`src/rtl/dds_pkg.sv`:
```
`timescale 1ns/1ps
package dds_pkg;
    localparam int ACC_W   = 32;
    localparam int POF_W   = 14;
    localparam int AMP_W   = 10;
    localparam int OUT_W   = 10;
    localparam int LUT_AW  = 8;
    localparam int DATA_W  = 32;
    localparam int NCH_DEF = 4;

    localparam logic [OUT_W-1:0] MID_CODE = {1'b1, {(OUT_W-1){1'b0}}};

    typedef struct packed {
        logic [ACC_W-1:0] ftw;
        logic [POF_W-1:0] pof;
        logic [AMP_W-1:0] amp;
    } chan_regs_t;

    typedef enum logic [1:0] {
        FLD_FREQ  = 2'd0,
        FLD_PHASE = 2'd1,
        FLD_AMP   = 2'd2,
        FLD_NONE  = 2'd3
    } field_e;
endpackage

```
`src/rtl/dds_update_sync.sv`:
```
`timescale 1ns/1ps
module dds_update_sync #(
    parameter int SYNC_STAGES = 2,
    parameter int DIV_W       = 2
) (
    input  logic clk_i,
    input  logic rst_i,
    input  logic upd_i,
    output logic sync_clk_o,
    output logic commit_o
);
    localparam int SH_W = SYNC_STAGES + 1;
    // commit on the edge where the divider's top bit rises
    localparam logic [DIV_W-1:0] COMMIT_AT = DIV_W'((1 << (DIV_W-1)) - 1);

    typedef struct packed {
        logic [SH_W-1:0]  sh;
        logic             armed;
        logic [DIV_W-1:0] div;
    } sync_st_t;

    sync_st_t st_d, st_q;
    logic     rise;

    always_comb begin
        rise     = st_q.sh[SYNC_STAGES-1] & ~st_q.sh[SYNC_STAGES];
        commit_o = st_q.armed && (st_q.div == COMMIT_AT);
        st_d       = st_q;
        st_d.sh    = {st_q.sh[SH_W-2:0], upd_i};
        st_d.armed = (st_q.armed & ~commit_o) | rise;
        st_d.div   = st_q.div + 1'b1;
    end

    assign sync_clk_o = st_q.div[DIV_W-1];

    always_ff @(posedge clk_i or posedge rst_i) begin
        if (rst_i) st_q <= '0;
        else       st_q <= st_d;
    end
endmodule

```
`src/rtl/dds_shaper.sv`:
```
`timescale 1ns/1ps
module dds_shaper
    import dds_pkg::*;
(
    input  logic [ACC_W-1:0] acc_i,
    input  logic [POF_W-1:0] pof_i,
    input  logic [AMP_W-1:0] amp_i,
    output logic [OUT_W-1:0] sample_o
);
    localparam int PW     = LUT_AW + 1;
    localparam int PROD_W = 2 * PW;
    localparam int MAG_W  = OUT_W - 1;
    localparam int SCL_W  = MAG_W + AMP_W;

    logic [POF_W-1:0]  phase;
    logic [1:0]        quad;
    logic [LUT_AW-1:0] idx, k;
    logic [PW-1:0]     pnt;
    logic [PROD_W-1:0] prod;
    logic [MAG_W-1:0]  mag_raw, mag;
    logic [SCL_W-1:0]  scl;

    always_comb begin
        phase   = POF_W'(acc_i >> (ACC_W - POF_W)) + pof_i;
        quad    = 2'(phase >> (POF_W - 2));
        idx     = LUT_AW'(phase >> (POF_W - 2 - LUT_AW));
        k       = quad[0] ? ~idx : idx;           // mirror falling quarters
        pnt     = {k, 1'b1};                       // midpoint of the table step
        prod    = PROD_W'(pnt) * ((PROD_W'(1) << (PW + 1)) - PROD_W'(pnt));
        mag_raw = MAG_W'(prod >> PW);
        scl     = SCL_W'(mag_raw) * SCL_W'(amp_i);
        mag     = MAG_W'(scl >> AMP_W);
        sample_o = quad[1] ? (MID_CODE - OUT_W'(mag)) : (MID_CODE + OUT_W'(mag));
    end
endmodule

```
`src/rtl/dds_core_top.sv`:
```
`timescale 1ns/1ps
module dds_core_top
    import dds_pkg::*;
#(
    parameter int NCH         = NCH_DEF,
    parameter int CH_W        = $clog2(NCH),
    parameter int SYNC_STAGES = 2,
    parameter int DIV_W       = 2
) (
    input  logic                 clk_i,
    input  logic                 rst_i,
    input  logic                 wr_en_i,
    input  logic [CH_W-1:0]      wr_ch_i,
    input  logic [1:0]           wr_field_i,
    input  logic [DATA_W-1:0]    wr_data_i,
    input  logic                 update_i,
    output logic                 sync_clk_o,
    output logic [NCH*OUT_W-1:0] sample_o
);
    typedef struct packed {
        chan_regs_t [NCH-1:0]            pend;
        chan_regs_t [NCH-1:0]            act;
        logic       [NCH-1:0][ACC_W-1:0] acc;
        logic       [NCH-1:0][OUT_W-1:0] smp;
    } core_st_t;

    function automatic core_st_t reset_state();
        core_st_t s;
        s = '0;
        for (int c = 0; c < NCH; c++) s.smp[c] = MID_CODE;
        return s;
    endfunction

    core_st_t         st_d, st_q;
    logic             commit;
    logic [OUT_W-1:0] shaped [NCH];

    dds_update_sync #(
        .SYNC_STAGES(SYNC_STAGES),
        .DIV_W      (DIV_W)
    ) u_sync (
        .clk_i     (clk_i),
        .rst_i     (rst_i),
        .upd_i     (update_i),
        .sync_clk_o(sync_clk_o),
        .commit_o  (commit)
    );

    for (genvar g = 0; g < NCH; g++) begin : g_chan
        dds_shaper u_shape (
            .acc_i   (st_q.acc[g]),
            .pof_i   (st_q.act[g].pof),
            .amp_i   (st_q.act[g].amp),
            .sample_o(shaped[g])
        );
    end

    always_comb begin
        st_d = st_q;
        for (int c = 0; c < NCH; c++) begin
            st_d.acc[c] = st_q.acc[c] + st_q.act[c].ftw;
            st_d.smp[c] = shaped[c];
            if (commit) st_d.act[c] = st_q.pend[c];
            if (wr_en_i && wr_ch_i == CH_W'(c)) begin
                case (field_e'(wr_field_i))
                    FLD_FREQ:  st_d.pend[c].ftw = ACC_W'(wr_data_i);
                    FLD_PHASE: st_d.pend[c].pof = POF_W'(wr_data_i);
                    FLD_AMP:   st_d.pend[c].amp = AMP_W'(wr_data_i);
                    default:   ;
                endcase
            end
        end
    end

    always_ff @(posedge clk_i or posedge rst_i) begin
        if (rst_i) st_q <= reset_state();
        else       st_q <= st_d;
    end

    assign sample_o = st_q.smp;
endmodule

```
`config.mk`:
```
export PLATFORM = sky130hd
export DESIGN_NAME = dds_core_top
export DESIGN_NICKNAME = d
export VERILOG_FILES = /design/src/rtl/dds_pkg.sv /design/src/rtl/dds_update_sync.sv /design/src/rtl/dds_shaper.sv /design/src/rtl/dds_core_top.sv
export SDC_FILE = /design/constraint.sdc
export NUM_CORES = 2
export LEC_CHECK = 0
export ABC_AREA = 1
export BUFFER_PORTS_ARGS = -buffer_cell sky130_fd_sc_hd__buf_2
export CAP_MARGIN = 20
export CORE_MARGIN = 8
export CORE_UTILIZATION = 65
export DETAILED_ROUTE_END_ITERATION = 8
export GPL_TIMING_DRIVEN = 1
export PLACE_DENSITY = 0.9
export SLEW_MARGIN = 5
export SYNTH_ARGS = -nofsm -noshare
export SYNTH_HDL_FRONTEND = slang
export SYNTH_SLANG_ARGS = --single-unit
```
`constraint.sdc`:
```
create_clock -name clk_i -period 25.9 [get_ports clk_i]
set_input_delay 5.18 -clock clk_i [delete_from_list [all_inputs] [get_ports clk_i]]
set_output_delay 5.18 -clock clk_i [all_outputs]
set_load 0.005 [all_outputs]
```
**Word level (Yosys, flattened, before mapping)**

Index checks and enable logic that the tools add are counted.

- Reduce and logical (&&, ||, !) cells: 19
- Add/sub/neg operators: 21
- Bitwise gates (word level): 9
- Equal/unequal tests: 6
- Multiplexer cells: 8
- $mul: 8

Operators with widths:

| operator | number |
|---|---|
| $add A32 B32 Y32 | 4 |
| $mul A9 B10 Y19 | 4 |
| $mul A9 B18 Y18 | 4 |
| $add A14 B14 Y14 | 4 |
| $sub A11 B9 Y12 const A | 4 |
| $add A10 B9 Y10 const A | 4 |
| $mux W10 | 4 |
| $sub A10 B9 Y10 const A | 4 |
| $mux W8 | 4 |
| $not A8 Y8 | 4 |
| $reduce_and A2 Y1 | 12 |
| $eq A2 B1 Y1 const B | 3 |
| $eq A2 B2 Y1 const B | 3 |
| $logic_and A1 B1 Y1 | 5 |
| $logic_not A2 Y1 | 2 |
| $add A2 B1 Y2 const B | 1 |
| $and A1 B1 Y1 | 2 |
| $not A1 Y1 | 2 |
| $or A1 B1 Y1 | 1 |

- Output and inout bits: 41
- Bits in registers: 622
- Input bits: 40

**Longest topological paths before layout**

- Depth after elaboration: 8
- Gate-level depth with buffers: 67

**Cells and area by module**

From an unflattened synthesis, not the netlist that was laid out.

- Cells, all modules: 6825
- Area total of the unflattened synthesis: 55205.4 um^2

By module, submodules not included:

| module | instances | area each (um^2) | cells an instance | sequential area each (um^2) |
|---|---|---|---|---|
| dds_core_top | 1 | 30204.0 | 3430 | 15419.8 |
| dds_shaper at g_chan[3].u_shape | 1 | 6241.0 | 842 | 0.0 |
| dds_shaper at g_chan[0].u_shape | 1 | 6229.7 | 862 | 0.0 |
| dds_shaper at g_chan[2].u_shape | 1 | 6167.2 | 843 | 0.0 |
| dds_shaper at g_chan[1].u_shape | 1 | 6159.7 | 830 | 0.0 |
| dds_update_sync | 1 | 203.9 | 18 | 150.1 |

**Worst setup path after synthesis**

Ideal clock, no wire load.

- Path kind: register -> register
- Start point: register st_q[245] (netlist bit)
- End point: register st_q, in the netlist sample_o[18]
- Setup slack: 15.446 ns
- Arrival time: 10.341 ns
- Data required time: 25.787 ns
- Setup time: 0.113 ns
- Path buffers: 0
- Stages on the path, launching flop included: 58
- Cells stage by stage: dfrtp_1 > ha_1 > nand2_2 > inv_1 > nand2_1 > nand2_1 > a21oi_2 > nand2_2 > nand2_2 > nand2_2 > xor2_1 > clkinv_1 > nor2_1 > fa_1 > fa_1 > inv_1 > fa_1 > inv_1 > [22 not listed] > inv_1 > fa_1 > inv_1 > ha_1 > a21oi_1 > o21ai_0 > inv_1 > nor2_1 > a2111oi_0 > nand2_1 > nand2_1 > nand2_1 > nand3_1 > nand2_1 > nand2_1 > nand2_1 > nand2_1 > inv_1

- Cells in the longest elaborated chain, start to end: 8

Ends and longest elaborated chain:

| element | line | text |
|---|---|---|
| from (decl) | dds_core_top.sv:34 | `core_st_t st_d, st_q;` |
| from (signal assigned) | dds_core_top.sv:76 | `if (rst_i) st_q <= reset_state();` |
| from (signal assigned) | dds_core_top.sv:77 | `else st_q <= st_d;` |
| $add A14 B14 Y14 (*) | dds_shaper.sv:24 | `phase = POF_W'(acc_i >> (ACC_W - POF_W)) + pof_i;` |
| $not A8 Y8 | dds_shaper.sv:27 | `k = quad[0] ? ~idx : idx;` |
| $mux W8 | dds_shaper.sv:27 |  |
| $sub A11 B9 Y12 | dds_shaper.sv:29 | `prod = PROD_W'(pnt) * ((PROD_W'(1) << (PW + 1)) - PROD_W'(pnt));` |
| $mul A9 B18 Y18 | dds_shaper.sv:29 |  |
| $mul A9 B10 Y19 | dds_shaper.sv:31 | `scl = SCL_W'(mag_raw) * SCL_W'(amp_i);` |
| $add A10 B9 Y10 / $sub A10 B9 Y10 (equally long branches) | dds_shaper.sv:33 | `sample_o = quad[1] ? (MID_CODE - OUT_W'(mag)) : (MID_CODE + OUT_W'(mag));` |
| $mux W10 (*) | dds_shaper.sv:33 |  |
| named net g_chan[1].u_shape.sample_o[8] | dds_shaper.sv:8 | `output logic [OUT_W-1:0] sample_o` |

Mark *: on every way through the listed nets, which the timed path passes. The rest lies on a longest branch.
A chain may end at the register's enable or synchronous reset.

**Worst setup path in the final report**

- Start point: register st_q[189] (netlist bit)
- End point: register st_q, in the netlist sample_o[7]

- Cells in the longest elaborated chain, start to end: 8

Ends and longest elaborated chain:

| element | line |
|---|---|
| $add A14 B14 Y14 (*) | dds_shaper.sv:24 |
| $not A8 Y8 | dds_shaper.sv:27 |
| $mux W8 | dds_shaper.sv:27 |
| $sub A11 B9 Y12 | dds_shaper.sv:29 |
| $mul A9 B18 Y18 | dds_shaper.sv:29 |
| $mul A9 B10 Y19 | dds_shaper.sv:31 |
| $add A10 B9 Y10 / $sub A10 B9 Y10 (equally long branches) | dds_shaper.sv:33 |
| $mux W10 (*) | dds_shaper.sv:33 |
| named net g_chan[0].u_shape.sample_o[7] | dds_shaper.sv:8 |

Marked as above.

==> metrics <==
Clock Latency Late Sink=0.66 ns; per-cell routed wire length=about 19 um; number of remaining DRC errors=0; area of the die=roughly 86000 um^2; iteration-0 DRC count of the detailed router=roughly 3700; DR pass1 iterations=6; I/O pin total=81; Max Freq=83.6 MHz; setup tns final=0 ns; Slowest-stage cell, CP=xor2_1; Fill cells=5078; post-layout minimum cycle time=between 10 and 15 ns; CTS H-Tree Depth=3; Overflow after GRT=0; final instance area=around 53000 um^2; synthesized flop and latch total=622; vias in the first global route=approximately 41000; antenna-violating nets left=0; r2r endpoint=sample_o[7]; FP Rows=around 100; WP data required=about 26 ns; area of the multi-input gates=~30000 um^2; Core Util, Final=70.2%; vias per std cell=just under 6; Final Max Tran Viols=0; Synth Area per Inst=roughly 8.9 um^2; Cells after Synth=5562; Async S/R FF share, synth=100%; core area=around 76000 um^2; initial antenna violation count=8; # Post-CTS Setup Buffers=0; Num CTS Buffers=67; Tightest Pin Transition=~1.2 ns; sink of the worst hold path=u_sync.st_d[5]; Seq. cell area=15600 um^2; clock transition at the registers of the reported paths=0.06 ns; max_slew headroom=about a fifth; pin count of the biggest net entering global routing=approximately 200; post-synthesis sequential area ratio=31.3%; P&R area growth vs syn=7.08%; CTS tree=done; Die Span Y=292 um; max_cap viols=0; routability cong.=0.961; CP endpoint kind=register; Mapped Nets=between 6000 and 7000; first-pass GRT wire length=just over 200 mm; EDFF count, synth=0; Hold Path Class=register to register; routed via count=around 39000; crit-path most repeated cell=nand2_1; Hold Path Depth=0; Most used DFF post-synth=dfrtp_1; Critical Path Start Type=register; final hold vios=0; Post-CTS Hold Buffers=0; port buffer count=80; Post-Syn Area=around 50000 um^2; HP Start=u_sync.st_d[4]; initial core utilization=about two thirds; CTS root buf=clkbuf_16; Worst R2R Start=st_q[189]; share of cells above drive strength 1=9.46%; RSZ-0062 raised after global routing=false; Max stage delay on crit path=0.68 ns; status=completed; largest fanout on the critical path=9; Worst Skew=0.0598 ns; Tot GR Track Use=28.6%; reg2reg setup slack=13.93 ns; Crit path arrival time=12.49 ns; r2r worst-path depth=53; final setup fails=0; Gates resized, CTS repair=0; WL final=123 mm; placed cell areas=a little over 50000 um^2; warnings from Yosys=0; die width=292 um; fin crit share=between 40% and 50%; CTS Sinks=just over 600; Unique masters post-synth=61; Final nets=between 6000 and 7000; hpwl dp=84.3 mm; critical path class=register to register; Max Root-Sink Buffers=3
-- synthesized netlist by cell type, types with 3 or more instances --
cell type / n / area (um^2)
o21ai_1: 16 / 80.1
xor2_2: 7 / 114
o21a_1: 14 / 105
nor4_1: 11 / 68.8
dfrtp_1: 618 / 15500
or2_2: 6 / 37.5
buf_4: 40 / 300
nand3_2: 10 / 100
nor2_2: 14 / 87.6
o221a_2: 3 / 33.8
xnor2_2: 3 / 48.8
a31oi_1: 17 / 106
o211ai_1: 5 / 37.5
xor2_1: 157 / 1380
nor3_1: 22 / 110
a21oi_1: 268 / 1340
nand4_1: 33 / 206
or2_1: 6 / 37.5
buf_1: 8 / 30.0
nand2_1: 1003 / 3760
clkbuf_1: 84 / 315
a21o_1: 15 / 113
and2_1: 3 / 18.8
o21ai_0: 312 / 1560
nand3_1: 139 / 696
mux2_2: 180 / 2030
nand3b_1: 16 / 120
a211oi_1: 12 / 90.1
inv_2: 18 / 67.6
nor2_1: 479 / 1800
nor2_4: 3 / 33.8
dfstp_2: 4 / 105
nor3b_1: 4 / 30.0
nand2_4: 6 / 67.6
nand2_2: 47 / 294
o31ai_1: 9 / 67.6
a21oi_2: 6 / 52.6
o21bai_1: 13 / 97.6
clkinv_1: 8 / 30.0
fa_1: 400 / 8010
xnor2_1: 68 / 596
inv_1: 958 / 3600
ha_1: 493 / 6170
-- placed cells by master (no fill, tap or decap), types with 7 or more instances in the layout --
master	instances
a31oi_1	17
a21o_1	15
buf_2	80
nand2_4	7
mux2_2	180
o31ai_1	9
nor2_1	479
xor2_2	7
clkinv_2	13
dfrtp_1	618
a211oi_1	12
nor4_1	11
nor2_2	14
nand4_1	33
clkbuf_1	11
nand3_1	138
clkbuf_8	7
clkinv_1	8
o21ai_0	312
nand3_2	11
xor2_1	157
o21ai_1	16
ha_1	493
fa_1	400
buf_4	11
clkbuf_16	67
o21a_1	14
xnor2_1	68
nor3_1	22
inv_1	957
inv_2	18
a21oi_1	268
nand3b_1	16
o21bai_1	13
nand2_1	999
nand2_2	50
-- final cells by class --
cell class              instances  share of cell area [%]
clock inverters                34                   0.842
flip-flops and latches        622                    29.3
repair buffers                 98                    1.20
clock buffers                  85                    3.41
inverters                     986                    6.98
diodes                          4                  0.0188
multi-input cells            3822                    56.0
well taps                     978                    2.30
-- worst max path at each step --
stage                          from            to
after global routing      st_q[189]   sample_o[7]
after floorplan               rst_i   sample_o[0]
after CTS                  st_q[68]   sample_o[7]
after global placement    st_q[101]  sample_o[18]
final                     st_q[189]   sample_o[7]
after detailed placement  st_q[101]  sample_o[18]
-- registers in the layout, indices dropped and copies added (netlist names) --
register and count:
u_sync.st_q 3, u_sync.sync_clk_o 1, sample_o 40, u_sync.st_d 2, st_q 576
-- routing by layer --
layer	part of all wire [%]	up-vias	GRT usage (%)	routed length, um
met1	38	18987	34.8	47000
met3	8.6	534	6.30	10600
met5	0.035	-	0	43
met4	5.4	6	14.7	6710
li1	-	17559	-	-
met2	48	1965	47.9	59100
-- critical path, delay by kind of cell, from the launching register on --
| family | cells | cell delay [ns] |
|---|---|---|
| AO/OA/AOI/OAI | 6 | 1.23 |
| XOR/XNOR | 2 | 1.35 |
| adder cells (fa/ha/maj) | 11 | 5.18 |
| buffers and inverters | 10 | 0.91 |
| flip-flops | 1 | 0.42 |
| AND/OR/NAND/NOR | 24 | 2.74 |
-- through the flow --
step           hold WS, ns  instances  worst slack (ns)
3_3_place_gp         0.337       6499             14.51
4_1_cts              0.353       6619             14.12
3_5_place_dp         0.339       6500             14.18
5_1_grt              0.355       6625             13.09
6_report             0.350       6629             13.93
2_1_floorplan        0.331       5562              3.31
-- cell families after synthesis --
group	share of synthesized area [%]
adders and majority gates	28.5
xor gates and xnor gates	4.40
AOI/OAI and AO/OA	7.75
muxes	4.08
and+or+nand+nor	15.1
DFF	31.3
buffers and inverters	8.76
Power is not shown: default switching activity piles up to over one toggle a cycle in this logic, so the estimate is an artifact.
